--- src/rtl/occ_pkg.sv ---
package occ_pkg;

    typedef enum logic [2:0] {
        CMD_ACT  = 3'd0,
        CMD_RD   = 3'd1,
        CMD_WR   = 3'd2,
        CMD_PRE  = 3'd3,
        CMD_PREA = 3'd4
    } occ_cmd_e;

    typedef enum logic {
        ST_IDLE   = 1'b0,
        ST_ANSWER = 1'b1
    } occ_state_e;

endpackage

--- src/rtl/occ_table.sv ---
module occ_table
    import occ_pkg::*;
#(
    parameter int NBANK   = 8,
    parameter int TIME_W  = 16,
    parameter int T_RCD   = 3,
    parameter int T_RL    = 3,
    parameter int T_RDATA = 2,
    parameter int T_WR    = 8,
    parameter int T_RP    = 4,
    localparam int BANK_W = (NBANK > 1) ? $clog2(NBANK) : 1
) (
    input  logic              clk,
    input  logic              rst_n,
    input  logic              wr_en,
    input  logic [2:0]        wr_cmd,
    input  logic [BANK_W-1:0] wr_bank,
    input  logic [TIME_W-1:0] wr_start,
    output logic [TIME_W-1:0] end_q  [NBANK],
    output logic              seen_q [NBANK]
);

    localparam logic [TIME_W-1:0] D_ACT = TIME_W'(T_RCD);
    localparam logic [TIME_W-1:0] D_RD  = TIME_W'(T_RL + T_RDATA);
    localparam logic [TIME_W-1:0] D_WR  = TIME_W'(T_WR);
    localparam logic [TIME_W-1:0] D_PRE = TIME_W'(T_RP);

    logic [TIME_W-1:0] dur;
    logic              code_ok;
    logic              to_all;
    logic [TIME_W-1:0] new_end;

    // Busy duration per command type; unused codes are rejected.
    always_comb begin
        dur     = '0;
        code_ok = 1'b1;
        to_all  = 1'b0;
        case (wr_cmd)
            CMD_ACT:  dur = D_ACT;
            CMD_RD:   dur = D_RD;
            CMD_WR:   dur = D_WR;
            CMD_PRE:  dur = D_PRE;
            CMD_PREA: begin
                dur    = D_PRE;
                to_all = 1'b1;
            end
            default:  code_ok = 1'b0;
        endcase
    end

    assign new_end = wr_start + dur;

    for (genvar g = 0; g < NBANK; g++) begin : g_bank
        logic hit;
        assign hit = wr_en && code_ok && (to_all || (wr_bank == BANK_W'(g)));

        always_ff @(posedge clk or negedge rst_n) begin
            if (!rst_n) begin
                end_q[g]  <= '0;
                seen_q[g] <= 1'b0;
            end else if (hit) begin
                end_q[g]  <= new_end;
                seen_q[g] <= 1'b1;
            end
        end
    end

endmodule

--- config.mk ---
export PLATFORM = sky130hd
export DESIGN_NAME = occ_table
export DESIGN_NICKNAME = d
export VERILOG_FILES = /design/src/rtl/occ_pkg.sv /design/src/rtl/occ_table.sv
export SDC_FILE = /design/constraint.sdc
export NUM_CORES = 1
export LEC_CHECK = 0
export BUFFER_PORTS_ARGS = -buffer_cell sky130_fd_sc_hd__buf_4
export CAP_MARGIN = 20
export CELL_PAD_IN_SITES_DETAIL_PLACEMENT = 0
export CELL_PAD_IN_SITES_GLOBAL_PLACEMENT = 1
export CORE_UTILIZATION = 35
export DETAILED_ROUTE_END_ITERATION = 16
export HOLD_SLACK_MARGIN = 0.06
export PLACE_DENSITY = 0.82
export SLEW_MARGIN = 20
export SYNTH_ARGS = -nofsm -noshare
export SYNTH_HDL_FRONTEND = slang
export SYNTH_SLANG_ARGS = --single-unit
--- constraint.sdc ---
create_clock -name clk -period 0.8 [get_ports clk]
set_input_delay 0.24 -clock clk [delete_from_list [all_inputs] [get_ports clk]]
set_output_delay 0.24 -clock clk [all_outputs]
set_load 0.01 [all_outputs]
==> reports/metrics.cfg, run 1 <==
[flow_run]
maxCapViolCount=0

[status]
violations=negative setup slack
status=finished with violations

[yosys]
ys_seq_elements=136
synth.net_count=569
synthArstFlopShare_pct=100
synth_edf_count=0
synthDistinctLibCells=38
postSynthAreaPerCell_um2=10.2
yosysSeqAreaShare_pct=62.0
dominantRegCellSynth=dfrtp_1
ys_warn_count=0
syn_area_um2=5490
netlist_instances=539

[floorplanning]
fp.coreArea_um2=15300
initial_core_util_pct=35.9
die_x_um=127
rows=45
die_h_um=127
die_area_um2=16200
io_pins=161

[sta]
rsz0062_at_grt=yes
maxSlewHeadroom_pct=60.1
hold_viol=0
clock.fmax_ghz=0.525
min_period_ns=1.90
worst_pin_slew_ns=0.596
worst_slack_ns=-1.10
slew_violations=0
finClkSkew_ns=0
tns_ns=-167.52
finalSetupViolations=272
final.period_utilization_pct=238

[placement]
portBuffers=160
dp_cells=951
hpwl_um=12100
gp_congestion=0.845
dp_slack_ns=-1.66

[route]
vias_per_cell=5.18
dr.pass1.iters=4
drtIter0Drc=312
vias=5760
ant_nets=0
wl_per_cell_um=20.1
totalWireLength_um=22300
drc=0

[clocking]
clock_latency_ns=0.42
cts_htree_levels=4
root_buffer=clkbuf_16
clk_path_buf_depth=2
cts_sinks=136
clkTransAtPathRegs_ns=0.06
cts-buffers-inserted=17
cts_tree=yes

[power]
p_int_mw=18.8
p_comb_share_pct=34.3
peakVddDrop_v=0.00162
power_mw=26.6
p_per_area_nw_per_um2=2410
power_switching_mw=7.89
leakage_nw=5.18
seqPwrFrac_pct=34.8
p_sw_share_pct=29.6
clockPowerShare_pct=31.0

[worst_setup_path]
reg2regPathDepth=4
critPathMaxFanout=8
rrSetupSlack_ns=-0.21
critPathKind=in2reg
reg2reg_to=end_q[108]$_DFFE_PN0P_
rr_startpoint=end_q[108]$_DFFE_PN0P_
path_buf_inv=1
cp-start-kind=primary input
crit_family=simple AND/OR/NAND/NOR gates
crit_arrival_ns=2.23
critical-path-max-stage-delay_ns=0.60
cp.required_ns=1.13
slowest_stage=or4_4
worstPathCellList=buf_6 -> or3_4 -> fa_2 -> nand2b_4 -> a21o_1 -> or4_4 -> a31oi_1
end_kind=flop

[cells_and_area]
final_nets=921
drive_gt1_share_pct=62.0
area_growth_syn_to_layout_pct=101
layoutNonFillerInstCount=1113
diodes=0

[grt]
overflow=0
grt_max_degree=45
antenna_found_initial=0
first_global_vias=5717
grt_pass1_wl_um=31400
track_usage_pct=25.9

[hold_path]
hp-class=in2async

## layout make-up
class	instances	area, um^2
clock buffer	23	508
clock inverter	7	115
fill	933	4220
inverter	4	15.0
multi-input combinational	366	2850
sequential	136	3400
tap	211	264
timing repair buffer	366	3890
## how the worst max path moves through the flow
stage | start | to | slack, ns | depth (start not counted)
after global placement | wr_cmd[1] | end_q[87]$_DFFE_PN0P_ | -1.61 | 9
final | wr_cmd[0] | end_q[78]$_DFFE_PN0P_ | -1.10 | 7
after floorplan | wr_cmd[2] | end_q[110]$_DFFE_PN0P_ | -1.66 | 9
after global routing | wr_cmd[0] | end_q[25]$_DFFE_PN0P_ | -1.12 | 11
after detailed placement | wr_cmd[1] | end_q[119]$_DFFE_PN0P_ | -1.66 | 9
after CTS | wr_cmd[0] | end_q[25]$_DFFE_PN0P_ | -1.07 | 10
## what timing repair did
action / in CTS / in global routing
resized for setup: 334 / 108
hold buffers: 1 / 0
pin swaps: 105 / 52
endpoints found under the hold margin: 136 / 0
endpoints found under the setup margin: 272 / 272
cloned: 13 / 7
buffers inserted: 65 / 58
## power groups by stage
stage | Combinational [mW] | Sequential [mW] | Clock [mW]
after floorplan | 1.50 | 9.50 | 0
after global placement | 5.29 | 9.01 | 0
after detailed placement | 5.42 | 9.05 | 0
after CTS | 7.79 | 9.17 | 8.30
after global routing | 9.64 | 9.36 | 8.65
final | 9.13 | 9.26 | 8.25
## metal layers
metal	routed length (um)	track usage (%)	up-vias
li1	-	-	2598
met1	8600	30.2	2898
met2	11700	45.8	221
met3	1340	8.00	43
met4	696	7.56	0
met5	0	0	-
## synthesized netlist by cell type (2+ instances only)
cell type	n	area [um^2]
dfrtp_1	136	3400
nand2_1	118	443
o21ai_0	84	420
nor2_1	39	146
a31oi_1	32	200
clkbuf_1	27	101
o21ai_1	13	65.1
o211a_1	11	110
o211ai_1	10	75.1
nand2b_1	9	56.3
or3_1	6	37.5
ha_1	4	50.1
inv_1	4	15.0
nor3b_1	4	30.0
a211oi_2	3	37.5
a21o_1	3	22.5
and3b_1	3	26.3
buf_1	3	11.3
buf_2	3	15.0
xnor2_1	3	26.3
a211oi_1	2	15.0
a21oi_1	2	10.0
and2_1	2	12.5
nand3_1	2	10.0
nand4_1	2	12.5
xor2_1	2	17.5
## state kept, by name (all words and copies together), names as in the netlist
signal  cells
end_q     128
seen_q      8
## worst reg2reg max path, delay by kind of cell (launching register included)
| kind | cells | cell delay [ns] |
|---|---|---|
| buffers and inverters | 2 | 0.26 |
| and+or+nand+nor | 1 | 0.18 |
| DFF | 1 | 0.40 |
| AOI/OAI and AO/OA | 1 | 0.04 |
## cells in the final DEF, fill, tap and decap left out, types with 7 or more instances in the layout
cell       instances
clkbuf_16         26
nand2_1          100
nor2_1            36
o21ai_2           89
nand2_2           11
nand2_4            7
o211ai_1          10
a31oi_4           10
buf_12            20
a31oi_1           19
buf_6            176
buf_4            155
dfrtp_1          136
## per-stage QoR
stage,instance area [um^2],hold WS [ns],utilization [%]
floorplan,5630,-0.0556,-
global placement,7700,0.0760,50.5
detailed placement,7700,0.0759,50.5
CTS,10200,0.178,67.1
global route,11000,0.204,72.4
finish,11000,0.206,72.4
## kinds of logic after synthesis
logic type               count (synthesis)  synth area share (%)
AO/OA/AOI/OAI                          163                  18.0
XOR/XNOR                                 5                 0.799
flip-flops                             136                  62.0
buffers and inverters                   37                  2.60
adder cells (fa/ha/maj)                  5                  1.28
AND/OR/NAND/NOR                        192                  15.1
multiplexers                             1                 0.205
No activity file was read; power rests on OpenSTA's default activity.
==> run 2: changes to the inputs <==
--- a/config.mk
+++ b/config.mk
@@ -7,12 +7,11 @@
 export LEC_CHECK = 0
 export BUFFER_PORTS_ARGS = -buffer_cell sky130_fd_sc_hd__buf_4
 export CAP_MARGIN = 20
-export CELL_PAD_IN_SITES_DETAIL_PLACEMENT = 0
-export CELL_PAD_IN_SITES_GLOBAL_PLACEMENT = 1
+export CORE_ASPECT_RATIO = 2
 export CORE_UTILIZATION = 35
 export DETAILED_ROUTE_END_ITERATION = 16
 export HOLD_SLACK_MARGIN = 0.06
-export PLACE_DENSITY = 0.82
+export PLACE_DENSITY = 0.67
 export SLEW_MARGIN = 20
 export SYNTH_ARGS = -nofsm -noshare
 export SYNTH_HDL_FRONTEND = slang
==> run 2 against run 1 <==
Against the previous run:
- the flow still finishes with violations (negative setup slack)
- fmax barely moved
- clock power fell by 2.9%
- global-route usage fell by 0.55 points
- utilization fell by 3.1 points
- total power fell by 3.1%
- non-clock buffer count fell by 14
- first-iteration DRC count fell by 7.7%
- hold slack improved by 0.012 ns
==> reports/metrics.cfg, run 2 (synthesis gave the netlist of run 1 again) <==
[status]
status=finished with violations
violations=negative setup slack

[route]
wl_per_cell_um=20.6
drtIter0Drc=288
routed-wl-met3_um=1030
highest_layer=met4
vias_per_cell=5.34
ant_nets=0
met1_length_um=7230
drc=0
dr.pass1.iters=5
vias=5803
dr_wl_met2_um=12900
totalWireLength_um=22400

[hold_path]
hp-class=in2reg

[grt]
antenna_found_initial=0
grt_max_degree=27
grt_pass1_wl_um=30700
first_global_vias=5824
track_usage_pct=25.3
overflow=0

[power]
p_per_area_nw_per_um2=2440
p_sw_share_pct=30.2
p_comb_share_pct=33.1
seqPwrFrac_pct=35.9
power_mw=25.8
p_int_mw=18.0
power_switching_mw=7.81
leakage_nw=5.06
clockPowerShare_pct=31.0
peakVddDrop_v=0.00162

[cells_and_area]
largest_reg_flops=128
multiInputGateArea_um2=2550
reg_top3=end_q (128), seen_q (8)
area_growth_syn_to_layout_pct=93.2
diodes=0
final_cell_mix=157 x buf_6, 152 x buf_4, 136 x dfrtp_1
regArea_um2=3400
layoutNonFillerInstCount=1087
final_nets=908
drive_gt1_share_pct=56.6
utilization_pct=69.3
n_fill_cell=1057
regMostFlops=end_q
final_area_um2=10600
final_common_cell=buf_6

[worst_setup_path]
reg2reg_to=end_q[58]$_DFFE_PN0P_
critical-path-max-stage-delay_ns=0.41
reg2regPathDepth=4
startpoint=wr_cmd[0]
path_buf_inv=2
crit_family=simple AND/OR/NAND/NOR gates
critPathMaxFanout=8
cpMostUsedCell=or3_4
worstPathCellList=buf_6 -> or3_4 -> fa_2 -> nand2b_4 -> a21o_1 -> buf_4 -> or3_4 -> a31oi_2
worst-path-stages=8
rr_startpoint=end_q[58]$_DFFE_PN0P_
critPathKind=in2reg
rrSetupSlack_ns=-0.16
cp.required_ns=1.14
crit_arrival_ns=2.24
endpoint=end_q[74]$_DFFE_PN0P_
slowest_stage=or3_4
end_kind=flop
cp-start-kind=primary input

[flow_run]
maxCapViolCount=0

[sta]
final.period_utilization_pct=238
min_period_ns=1.90
hold_viol=0
finClkSkew_ns=0
maxSlewHeadroom_pct=69.5
slew_violations=0
worst_slack_ns=-1.10
clock.fmax_ghz=0.526
rsz0062_at_grt=yes
tns_ns=-170.03
worst_pin_slew_ns=0.457
finalSetupViolations=272

[placement]
dpl_cell_area_um2=7600
dp_cells=937
gp_congestion=0.827
hpwl_um=13000
portBuffers=160

[floorplanning]
initial_core_util_pct=35.9
fp.coreArea_um2=15300
rows=64
die_h_um=179
die_area_um2=16200
io_pins=161
die_x_um=90.5

[clocking]
cts_htree_levels=4
clock_latency_ns=0.42
root_buffer=clkbuf_16
cts_sinks=136
cts-buffers-inserted=17
clk_path_buf_depth=2
cts_tree=yes
clkTransAtPathRegs_ns=0.06

==> run 2: cell types whose count changed in the layout (fill, tap and decap cells not counted), moves of 4 or more <==
cell and delta:
a31oi_1 +8, a31oi_4 -8, buf_12 +4, buf_16 +4
buf_6 -19, buf_8 +4, clkbuf_8 -5, nand2_1 +4
o211a_1 +4, o211a_4 -4, o21ai_1 +28, o21ai_2 -30
==> run 2: routing by layer <==
| metal | global-route usage, % | vias up |
|---|---|---|
| li1 | - | 2561 |
| met1 | 24.2 | 2891 |
| met2 | 48.3 | 262 |
| met3 | 5.26 | 89 |
| met4 | 16.1 | 0 |
| met5 | 0 | - |
==> run 2: layout make-up <==
cell class	count	area share [%]
Clock inverter	11	1.42
Tap cell	198	2.34
Inverter	4	0.165
Timing Repair Buffer	352	35.8
Clock buffer	19	4.18
Sequential cell	136	32.1
Multi-Input combinational cell	367	24.0
==> run 2: how the worst min path moves through the flow <==
stage	cells past startpoint	slack (ns)	startpoint	end
5_1_grt	3	0.21	wr_start[15]	end_q[31]$_DFFE_PN0P_
4_1_cts	3	0.17	wr_start[15]	end_q[31]$_DFFE_PN0P_
3_5_place_dp	1	0.13	rst_n	seen_q[4]$_DFFE_PN0P_
2_1_floorplan	0	-0.06	rst_n	end_q[0]$_DFFE_PN0P_
6_report	3	0.22	wr_start[15]	end_q[31]$_DFFE_PN0P_
3_3_place_gp	1	0.13	rst_n	seen_q[4]$_DFFE_PN0P_
==> run 2: power groups by stage <==
stage | clock network, mW | registers [mW] | logic [mW]
finish | 8.01 | 9.26 | 8.56
floorplan | 0 | 9.50 | 1.50
CTS | 8.04 | 9.19 | 7.36
detailed placement | 0 | 9.09 | 5.39
global route | 8.38 | 9.36 | 9.05
global placement | 0 | 9.01 | 5.25
==> run 2: per-stage QoR <==
stage                     setup WS (ns)  hold slack [ns]
final                             -1.10            0.218
after detailed placement          -1.70            0.135
after global placement            -1.62            0.128
after CTS                         -1.04            0.169
after global routing              -1.14            0.208
after floorplan                   -1.66          -0.0556
==> run 2: what timing repair did <==
action / CTS / global route
setup buffers: 53 / 48
pin swaps: 72 / 39
hold buffers: 1 / 0
cloned: 11 / 10
setup endpoints to repair: 272 / 284
hold endpoints to repair: 136 / 0
resized for setup: 293 / 96
==> run 2: worst register-to-register path, cell delays in order, from the launching register on <==
cell and delay, ns:
dfrtp_1 0.40, buf_4 0.14, buf_4 0.12, nor2_1 0.13, a31oi_2 0.05
